$ cat src/rtl/rsc_pkg.sv
// Package: shared constants and field classification for the reset status
// and control word. Assumes a fixed 32-bit word with causes in bits 31..27.
package rsc_pkg;
    localparam int DATA_W      = 32;
    localparam int PWRON_BIT   = 31;
    localparam int SW_COLD_BIT = 30;
    localparam int SW_WARM_BIT = 29;
    localparam int BTN_COLD_BIT = 28;
    localparam int BTN_WARM_BIT = 27;
    localparam logic [DATA_W-1:0] PWRON_WORD = 32'h8000_0000;

    typedef enum logic [1:0] {
        FK_NONE = 2'd0,
        FK_W1C  = 2'd1,
        FK_RW   = 2'd2
    } field_kind_e;

    // Classify a bit position of the word.
    function automatic field_kind_e field_kind(input int pos);
        if (pos == PWRON_BIT || pos == BTN_COLD_BIT || pos == BTN_WARM_BIT)
            return FK_W1C;
        else if (pos == SW_COLD_BIT || pos == SW_WARM_BIT)
            return FK_RW;
        else
            return FK_NONE;
    endfunction
endpackage

$ cat src/rtl/rsc_decode.sv
// Address decode: selects the active word of an 8-byte window.
// Assumes ADDR_W >= 4 and a base aligned to 8 bytes.
module rsc_decode #(
    parameter int ADDR_W = 16,
    parameter logic [ADDR_W-1:0] BASE_ADDR = 16'hF020
) (
    input  logic [ADDR_W-1:0] addr,
    output logic              word_sel
);
    localparam logic [ADDR_W-4:0] WIN_TAG = BASE_ADDR[ADDR_W-1:3];

    logic unused_low_bits;

    // Window match plus the bit-2 word select.
    always_comb begin
        word_sel = (addr[ADDR_W-1:3] == WIN_TAG) && addr[2];
    end

    assign unused_low_bits = ^addr[1:0];
endmodule

$ cat src/rtl/rsc_reset_counter.sv
// Saturating count of system reset events; cleared by a soft cold request.
// Assumes an event and a clear never need to act in the same cycle (event wins).
module rsc_reset_counter #(
    parameter int CNT_W = 4
) (
    input  logic             clk,
    input  logic             rst_n,
    input  logic             evt,
    input  logic             clr,
    output logic [CNT_W-1:0] cnt_q,
    output logic             cnt_zero
);
    localparam logic [CNT_W-1:0] CNT_MAX = {CNT_W{1'b1}};

    // Count events up to the ceiling, or clear on request.
    always_ff @(posedge clk) begin
        if (!rst_n) begin
            cnt_q <= '0;
        end else if (evt) begin
            if (cnt_q != CNT_MAX)
                cnt_q <= cnt_q + 1'b1;
        end else if (clr) begin
            cnt_q <= '0;
        end
    end

    // Flag the "first reset" condition for the status word.
    always_comb begin
        cnt_zero = (cnt_q == '0);
    end
endmodule

$ cat src/rtl/rsc_status_bits.sv
// Storage of the cause word, one cell per bit, each typed by the package.
// Assumes wr_act is already gated off during a reset event.
module rsc_status_bits
    import rsc_pkg::*;
(
    input  logic              clk,
    input  logic              rst_n,
    input  logic              load_pwron,
    input  logic              wr_act,
    input  logic [DATA_W-1:0] wdata,
    input  logic [DATA_W-1:0] set_vec,
    output logic [DATA_W-1:0] status_q
);
    for (genvar i = 0; i < DATA_W; i++) begin : g_bit
        if (field_kind(i) == FK_W1C) begin : g_w1c
            localparam logic LOAD_VAL = (i == PWRON_BIT);
            logic bit_q;
            // Sticky cause bit: load, set by hardware, clear by writing one.
            always_ff @(posedge clk) begin
                if (!rst_n)
                    bit_q <= 1'b0;
                else if (load_pwron)
                    bit_q <= LOAD_VAL;
                else if (set_vec[i])
                    bit_q <= 1'b1;
                else if (wr_act && wdata[i])
                    bit_q <= 1'b0;
            end
            assign status_q[i] = bit_q;
        end else if (field_kind(i) == FK_RW) begin : g_rw
            logic bit_q;
            logic unused_set;
            // Command bit: holds the last written value.
            always_ff @(posedge clk) begin
                if (!rst_n)
                    bit_q <= 1'b0;
                else if (load_pwron)
                    bit_q <= 1'b0;
                else if (wr_act)
                    bit_q <= wdata[i];
            end
            assign status_q[i] = bit_q;
            assign unused_set  = set_vec[i];
        end else begin : g_none
            logic unused_in;
            assign status_q[i] = 1'b0;
            assign unused_in   = wdata[i] ^ set_vec[i];
        end
    end
endmodule

$ cat src/rtl/rsc_req_pulse.sv
// Turns an accepted command write into a registered one-cycle request.
// Assumes wr_act is high for one cycle per write.
module rsc_req_pulse (
    input  logic clk,
    input  logic rst_n,
    input  logic wr_act,
    input  logic cold_cmd,
    input  logic warm_cmd,
    output logic req_q,
    output logic clr_cnt
);
    // Register the request so it lands the cycle after the write edge.
    always_ff @(posedge clk) begin
        if (!rst_n)
            req_q <= 1'b0;
        else
            req_q <= wr_act && (cold_cmd || warm_cmd);
    end

    // Only a cold command re-arms the power-on flag.
    always_comb begin
        clr_cnt = wr_act && cold_cmd;
    end
endmodule

$ cat src/rtl/rst_status_ctrl.sv
// Top: reset cause word with soft reset requests and a saturating reset count.
// Assumes rst_event, btn_*_evt and bus_wr are single-cycle pulses in clk domain.
module rst_status_ctrl
    import rsc_pkg::*;
#(
    parameter int ADDR_W = 16,
    parameter logic [ADDR_W-1:0] BASE_ADDR = 16'hF020,
    parameter int CNT_W = 4
) (
    input  logic              clk,
    input  logic              rst_n,
    input  logic [ADDR_W-1:0] bus_addr,
    input  logic              bus_wr,
    input  logic [DATA_W-1:0] bus_wdata,
    output logic [DATA_W-1:0] bus_rdata,
    input  logic              rst_event,
    input  logic              btn_cold_evt,
    input  logic              btn_warm_evt,
    output logic              reset_req
);
    logic              word_sel;
    logic              wr_act;
    logic              load_pwron;
    logic              clr_cnt;
    logic              cnt_zero;
    logic [CNT_W-1:0]  cnt_q;
    logic [DATA_W-1:0] set_vec;
    logic [DATA_W-1:0] status_q;

    rsc_decode #(.ADDR_W(ADDR_W), .BASE_ADDR(BASE_ADDR)) u_decode (
        .addr     (bus_addr),
        .word_sel (word_sel)
    );

    // Accept writes only to the active word and never during a reset event.
    always_comb begin
        wr_act     = bus_wr && word_sel && !rst_event;
        load_pwron = rst_event && cnt_zero;
        set_vec    = '0;
        set_vec[BTN_COLD_BIT] = btn_cold_evt;
        set_vec[BTN_WARM_BIT] = btn_warm_evt;
    end

    rsc_reset_counter #(.CNT_W(CNT_W)) u_counter (
        .clk      (clk),
        .rst_n    (rst_n),
        .evt      (rst_event),
        .clr      (clr_cnt),
        .cnt_q    (cnt_q),
        .cnt_zero (cnt_zero)
    );

    rsc_status_bits u_bits (
        .clk        (clk),
        .rst_n      (rst_n),
        .load_pwron (load_pwron),
        .wr_act     (wr_act),
        .wdata      (bus_wdata),
        .set_vec    (set_vec),
        .status_q   (status_q)
    );

    rsc_req_pulse u_req (
        .clk      (clk),
        .rst_n    (rst_n),
        .wr_act   (wr_act),
        .cold_cmd (bus_wdata[SW_COLD_BIT]),
        .warm_cmd (bus_wdata[SW_WARM_BIT]),
        .req_q    (reset_req),
        .clr_cnt  (clr_cnt)
    );

    // Read mux: the active word returns the causes, everything else zero.
    always_comb begin
        bus_rdata = word_sel ? status_q : '0;
    end
endmodule

$ cat config.mk
export PLATFORM = sky130hd
export DESIGN_NAME = rst_status_ctrl
export DESIGN_NICKNAME = d
export VERILOG_FILES = /design/src/rtl/rsc_pkg.sv /design/src/rtl/rsc_decode.sv /design/src/rtl/rsc_reset_counter.sv /design/src/rtl/rsc_status_bits.sv /design/src/rtl/rsc_req_pulse.sv /design/src/rtl/rst_status_ctrl.sv
export SDC_FILE = /design/constraint.sdc
export NUM_CORES = 1
export LEC_CHECK = 0
export CAP_MARGIN = 5
export CORE_AREA = 5 5 44 46
export CTS_CLUSTER_SIZE = 25
export DETAILED_ROUTE_END_ITERATION = 12
export DIE_AREA = 0 0 49 51
export DONT_BUFFER_PORTS = 1
export HOLD_SLACK_MARGIN = 0.05
export PLACE_DENSITY = 0.69
export SLEW_MARGIN = 25
export SYNTH_ARGS = -nofsm -noshare
export SYNTH_HDL_FRONTEND = slang
export SYNTH_SLANG_ARGS = --single-unit
$ cat constraint.sdc
create_clock -name clk -period 2.3 [get_ports clk]
set_clock_uncertainty 0.15 [all_clocks]
set_input_delay 0.575 -clock clk [delete_from_list [all_inputs] [get_ports clk]]
set_output_delay 0.575 -clock clk [all_outputs]
set_load 0.02 [all_outputs]
==> results of run 1 <==
## kinds of logic after synthesis
| logic type | Yosys count | share of synthesized area, % |
|---|---|---|
| simple gates | 32 | 27.03 |
| mux | 2 | 2.654 |
| flops | 10 | 26.53 |
| compound gates | 9 | 8.291 |
| xor+xnor | 2 | 2.322 |
| buf+inv | 32 | 29.35 |
| fa+ha+maj | 2 | 3.316 |
| other cells | 1 | 0.4970 |
## registers in the layout, indices dropped and copies added, names as in the netlist
register,flops
u_bits.g_bit.g_rw.bit_q,2
u_bits.g_bit.g_w1c.bit_q,3
u_counter.cnt_q,4
u_req.req_q,1
## Yosys cell counts, types with 2 or more instances
cell	count
sky130_fd_sc_hd__ha_1	2
sky130_fd_sc_hd__mux2i_1	2
sky130_fd_sc_hd__nand3_1	7
sky130_fd_sc_hd__a311oi_1	2
sky130_fd_sc_hd__o31ai_1	2
sky130_fd_sc_hd__dfxtp_1	10
sky130_fd_sc_hd__o21ai_0	3
sky130_fd_sc_hd__nor2_1	4
sky130_fd_sc_hd__buf_4	27
sky130_fd_sc_hd__nand2_1	4
sky130_fd_sc_hd__or4bb_1	2
sky130_fd_sc_hd__and2_1	6
sky130_fd_sc_hd__inv_1	4
sky130_fd_sc_hd__nand2b_1	2
## what timing repair did
action                                  CTS  global route
resized for setup                         0             0
pin swaps                                 1             0
endpoints found under the setup margin    5             5
## per-stage QoR
stage               hold WS (ns)  util [%]  instance area (µm²)  power, µW
global route              0.2291     51.79                762.0      439.8
CTS                       0.2371     51.79                762.0      418.4
global placement          0.3183     49.32                725.7      255.8
floorplan                 0.3014         -                874.6      287.0
detailed placement        0.3277     49.32                725.7      257.3
finish                    0.2446     51.79                762.0      414.4
## worst min path at each step
stage                                                  start                                   endpoint
finish                                         bus_wdata[31]  u_bits.g_bit[31].g_w1c.bit_q$_SDFFE_PN0P_
global route                                   bus_wdata[31]  u_bits.g_bit[31].g_w1c.bit_q$_SDFFE_PN0P_
CTS                                            bus_wdata[31]  u_bits.g_bit[31].g_w1c.bit_q$_SDFFE_PN0P_
detailed placement  u_bits.g_bit[30].g_rw.bit_q$_SDFFE_PP0N_   u_bits.g_bit[30].g_rw.bit_q$_SDFFE_PP0N_
global placement    u_bits.g_bit[30].g_rw.bit_q$_SDFFE_PP0N_   u_bits.g_bit[30].g_rw.bit_q$_SDFFE_PP0N_
floorplan           u_bits.g_bit[29].g_rw.bit_q$_SDFFE_PP0N_   u_bits.g_bit[29].g_rw.bit_q$_SDFFE_PP0N_
## layer usage
metal / vias up / track usage, % / wire length (µm)
li1: 265 / - / -
met1: 249 / 12.90 / 534
met2: 25 / 22.17 / 801
met3: 2 / 4.942 / 135
met4: 0 / 5.381 / 5
met5: - / 0 / 0
## layout make-up
class                      instances  area, µm²
clock buffer                       4      36.28
fill                             144      709.4
inverter                           4      15.01
tap                               16      20.02
sequential                        10      200.2
multi-input combinational         74      452.9
timing repair buffer               5      37.54
## power by group through the flow
stage | sequential (µW) | combinational [µW] | clock [µW]
6_report | 186 | 68.2 | 160
3_3_place_gp | 190 | 65.8 | 0
3_5_place_dp | 191 | 66.7 | 0
5_1_grt | 187 | 76.4 | 176
4_1_cts | 186 | 66.9 | 165
2_1_floorplan | 189 | 98.3 | 0
==> Flow_metrics.wiki, run 1 <==
{| class="wikitable"
! Metric !! Value
|-
| Status || finished with violations
|-
| Violated checks || negative setup slack
|-
| Clock slew at reported path FFs || 0.07 ns
|-
| Detailed-routing iteration count for the pre-antenna-repair pass || 2
|-
| Delay contributed by the slowest stage of the critical path || 0.54 ns
|-
| Yosys top cell area share || 26.87%
|-
| Family with the most delay on the worst path || simple AND/OR/NAND/NOR gates
|-
| Wire length of the first global-routing pass || 2456 µm
|-
| Clock Power Share || 38.5%
|-
| Number of gates on the worst path with buffers counted || 3
|-
| Sort of element at the end of the critical path || output pin
|-
| Count of flip-flops with a built-in enable after synthesis || 0
|-
| Maximum number of pins on one net before global-route repair || 12
|-
| Synthesized flop and latch total || 10
|-
| Data arrival time of the critical path || 1.76 ns
|-
| Relative area change from synthesis to final layout || 0.9950%
|-
| Num CTS Buffers || 3
|-
| Pwr dens || 543.8 mW/mm²
|-
| Syn. warnings || 0
|-
| ANT nets after route || 0
|-
| Dpl hpwl || 1289 µm
|-
| Instance count after placement with tap cells included || 109
|-
| Async set or reset register ratio after synthesis || 0%
|-
| Ant. Diodes || 0
|-
| Clock network latency to the later pin of the worst-skew pair || 0.26 ns
|-
| Die Footprint || 0.002499 mm²
|-
| Rows || 14
|-
| Worst min-delay path category || input port to flop
|-
| Required arrival time at the worst endpoint || 1.57 ns
|-
| Cell internal power dissipation || 290.8 µW
|-
| Final net count || 154
|-
| Cell Count, Final, Fillers Out || 113
|-
| Synth Cell Area || 754.5 µm²
|-
| Fraction of the yosys area taken by sequential cells || 26.53%
|-
| WL final || 1476 µm
|-
| Weighted congestion at the end of routability-driven global placement || 0.7031
|-
| Top cell type by total area after synthesis || sky130_fd_sc_hd__buf_4
|-
| Minimum period implied by the final worst setup slack || 2.488 ns
|-
| Top-level port count || 87
|-
| Startpoint-to-endpoint class of the critical path || input port to output pin
|-
| Synth top area cells || sky130_fd_sc_hd__buf_4, sky130_fd_sc_hd__dfxtp_1, sky130_fd_sc_hd__and2_1
|-
| Number of sinks driven by the clock tree || 10
|-
| Buffers inserted by post-CTS timing repair || 0
|-
| Startpoint of the worst-slack reg-to-reg timing path || u_counter.cnt_q[0]$_SDFFE_PN0P_
|-
| Largest fanout on the critical path || 5
|-
| Switching component of the power || 123.6 µW
|-
| Most frequent cells in the layout || sky130_fd_sc_hd__conb_1, sky130_fd_sc_hd__dfxtp_1, sky130_fd_sc_hd__nand3_1, sky130_fd_sc_hd__and2_2, sky130_fd_sc_hd__buf_4
|-
| Leftover overflow at the end of global routing || 0
|-
| Routed wirelength normalized by instance count || 13.06 µm
|-
| Via count || 541
|-
| Chip height || 51 µm
|-
| Crit path launch || bus_addr[4]
|-
| Cell at the slowest stage of the critical path || sky130_fd_sc_hd__or4_4
|-
| Die width || 49 µm
|-
| CP Buf/Inv Count || 0
|-
| Leakage || 0.0003705 µW
|-
| Starting DRT DRC Count || 2
|-
| Final clock period utilization by the worst path || 108.2%
|-
| Commonest non-fill, non-tap cell in the layout || sky130_fd_sc_hd__conb_1
|-
| Core Footprint || 0.001471 mm²
|-
| Sequential share of power || 45.0%
|-
| Worst Reg-to-Reg Cells || 6
|-
| # H-tree levels || 1
|-
| RSZ-0062 raised after global routing || yes
|-
| Endpoint of the lowest-slack register-to-register path || u_bits.g_bit[27].g_w1c.bit_q$_SDFFE_PP0P_
|-
| Mapped Cells || 90
|-
| Tot GR Track Use || 12.43%
|-
| Proportion of total power due to net switching || 29.83%
|-
| # hold bufs at CTS || 0
|-
| Initial core utilization || 51.28%
|-
| End of the critical path || bus_rdata[30]
|-
| IO buf count || 0
|-
| Initial antenna violation count || 0
|-
| Count of distinct cell types in the synthesized netlist || 27
|-
| Setup_tns || -0.9004 ns
|-
| Ordered cell list for the critical path || or4_4 -> nor4_4 -> and2_2
|-
| Vias per Instance || 4.788
|-
| Maximum resistive drop on vdd || 306.2 µV
|-
| Max Freq || 402.0 MHz
|-
| Worst-case setup margin in the final layout || -0.1875 ns
|-
| Max clock buf depth || 2
|-
| Crit path launch type || input port
|-
| Syn avg cell area || 8.383 µm²
|-
| Top_reg_cell synth || sky130_fd_sc_hd__dfxtp_1
|-
| Placement-stage worst setup slack || -0.1971 ns
|-
| Cell at the root of the clock tree || sky130_fd_sc_hd__clkbuf_4
|-
| Endpoints failing setup || 5
|-
| Total of max-cap violations || 0
|-
| Power share of the combinational group || 16.4%
|-
| Hold Vio Cnt, Final || 0
|-
| DRC || 0
|-
| Setup slack, reg-to-reg || 0.82 ns
|-
| Final number of max-transition violations || 0
|-
| Clock tree from TritonCTS || built
|-
| Fraction of final layout cells sized beyond drive strength 1 || 18.56%
|-
| Number of global-route vias before repair || 565
|-
| Cell count of the worst hold path || 1
|}
No activity file was read; power rests on OpenSTA's default activity.
==> run 2, diff against run 1 <==
clock period = 2.18 ns   (was 2.3 ns; I/O delays follow)
==> Flow_metrics.wiki, run 2 (synthesized netlist as in run 1, its figures left out) <==
{| class="wikitable"
! Metric !! Value
|-
| Ant. Diodes || 0
|-
| Pwr dens || 576.1 mW/mm²
|-
| DRC || 0
|-
| Clock tree from TritonCTS || built
|-
| Final clock period utilization by the worst path || 111.0%
|-
| Wire length of the first global-routing pass || 2242 µm
|-
| Die Footprint || 0.002499 mm²
|-
| Sort of element at the end of the critical path || output pin
|-
| Chip height || 51 µm
|-
| Required arrival time at the worst endpoint || 1.48 ns
|-
| Hold Vio Cnt, Final || 0
|-
| Maximum resistive drop on vdd || 263.4 µV
|-
| Max Freq || 413.2 MHz
|-
| Number of global-route vias before repair || 523
|-
| # hold bufs at CTS || 0
|-
| Startpoint-to-endpoint class of the critical path || input port to output pin
|-
| Die width || 49 µm
|-
| Num CTS Buffers || 3
|-
| Buffers inserted by post-CTS timing repair || 0
|-
| Cell at the root of the clock tree || sky130_fd_sc_hd__clkbuf_4
|-
| Commonest non-fill, non-tap cell in the layout || sky130_fd_sc_hd__conb_1
|-
| # H-tree levels || 1
|-
| Routed wirelength normalized by instance count || 12.87 µm
|-
| Tot GR Track Use || 11.40%
|-
| Data arrival time of the critical path || 1.72 ns
|-
| Hold_ws || 0.2044 ns
|-
| Via count || 546
|-
| Weighted congestion at the end of routability-driven global placement || 0.6995
|-
| IO buf count || 0
|-
| Violated checks || negative setup slack
|-
| Starting DRT DRC Count || 19
|-
| Flip-flop count of the largest register, all copies and words added || 4
|-
| Minimum period implied by the final worst setup slack || 2.420 ns
|-
| Leakage || 0.0003705 µW
|-
| Placement-stage worst setup slack || -0.2565 ns
|-
| WL final || 1454 µm
|-
| Number of sinks driven by the clock tree || 10
|-
| Endpoints failing setup || 5
|-
| Regs by FF count || u_counter.cnt_q x4, u_bits.g_bit.g_w1c.bit_q x3, u_bits.g_bit.g_rw.bit_q x2
|-
| Relative area change from synthesis to final layout || 0.9950%
|-
| Initial core utilization || 51.28%
|-
| Initial antenna violation count || 0
|-
| Most frequent cells in the layout || sky130_fd_sc_hd__conb_1, sky130_fd_sc_hd__dfxtp_1, sky130_fd_sc_hd__nand3_1, sky130_fd_sc_hd__and2_2, sky130_fd_sc_hd__buf_4
|-
| Top-level port count || 87
|-
| Clock slew at reported path FFs || 0.07 ns
|-
| Leftover overflow at the end of global routing || 0
|-
| Core Footprint || 0.001471 mm²
|-
| Status || finished with violations
|-
| Fraction of final layout cells sized beyond drive strength 1 || 18.56%
|-
| Detailed-routing iteration count for the pre-antenna-repair pass || 4
|-
| Final net count || 154
|-
| Clock network latency to the later pin of the worst-skew pair || 0.27 ns
|-
| Crit path launch type || input port
|-
| Total of max-cap violations || 0
|-
| RSZ-0062 raised after global routing || yes
|-
| Filler cell count in the final layout || 157
|-
| Final number of max-transition violations || 0
|-
| Worst-case setup margin in the final layout || -0.2400 ns
|-
| Largest fanout on the critical path || 5
|-
| Count of cells resized by post-cts repair || 0
|-
| Vias per Instance || 4.832
|-
| Worst min-delay path category || input port to flop
|-
| Maximum number of pins on one net before global-route repair || 12
|-
| ANT nets after route || 0
|-
| Register ranked first by flip-flop count || u_counter.cnt_q
|-
| Dpl hpwl || 1268 µm
|-
| Max clock buf depth || 2
|-
| Rows || 14
|}
-- run 2: cell counts in the layout (fill, tap and decap cells not counted) --
No cell type changed its count.
-- run 2: where the power goes --
| part | switching, µW | internal, µW |
|---|---|---|
| logic | 57.5 | 14.6 |
| clock network | 68.7 | 102 |
| registers | 5.86 | 191 |
-- run 2: final cells by class --
class                   instances  area (µm²)  share of cell area (%)
clock buffers                   4       36.28                   4.762
inverters                       4       15.01                   1.970
multi-input cells              74       452.9                   59.44
flip-flops and latches         10       200.2                   26.27
well taps                      16       20.02                   2.627
repair buffers                  5       37.54                   4.926
-- run 2: final timing paths --
kind	startpoint	endpoint	slack, ns	cells past startpoint
setup / recovery	bus_addr[4]	bus_rdata[30]	-0.24	3
hold / removal	bus_wdata[31]	u_bits.g_bit[31].g_w1c.bit_q$_SDFFE_PN0P_	0.20	1
setup reg to reg	u_counter.cnt_q[0]$_SDFFE_PN0P_	u_bits.g_bit[27].g_w1c.bit_q$_SDFFE_PP0P_	0.76	6
hold reg to reg	u_bits.g_bit[28].g_w1c.bit_q$_SDFFE_PP0P_	u_bits.g_bit[28].g_w1c.bit_q$_SDFFE_PP0P_	0.35	2
-- run 2: through the flow --
stage / cells / util, % / TNS, ns / power, µW / cell area, µm²
after floorplan: 116 / - / -0.9127 / 302.7 / 874.6
after global placement: 109 / 49.32 / -1.418 / 269.9 / 725.7
after detailed placement: 109 / 49.32 / -1.533 / 271.4 / 725.7
after CTS: 113 / 51.79 / -1.274 / 444.6 / 762.0
after global routing: 113 / 51.79 / -1.506 / 462.5 / 762.0
final: 113 / 51.79 / -1.170 / 439.0 / 762.0
-- run 2: worst max-delay path: stages --
cell                     delay, ns
sky130_fd_sc_hd__or4_4        0.54
sky130_fd_sc_hd__nor4_4       0.37
sky130_fd_sc_hd__and2_2       0.27
-- run 2: layer usage --
layer / track usage [%] / vias up / wire (µm) / share of wire [%]
met4: 5.830 / 0 / 17 / 1.2
met3: 4.070 / 2 / 150 / 10
met5: 0 / - / 0 / 0
li1: - / 265 / - / -
met2: 19.35 / 30 / 772 / 53
met1: 12.54 / 249 / 514 / 35
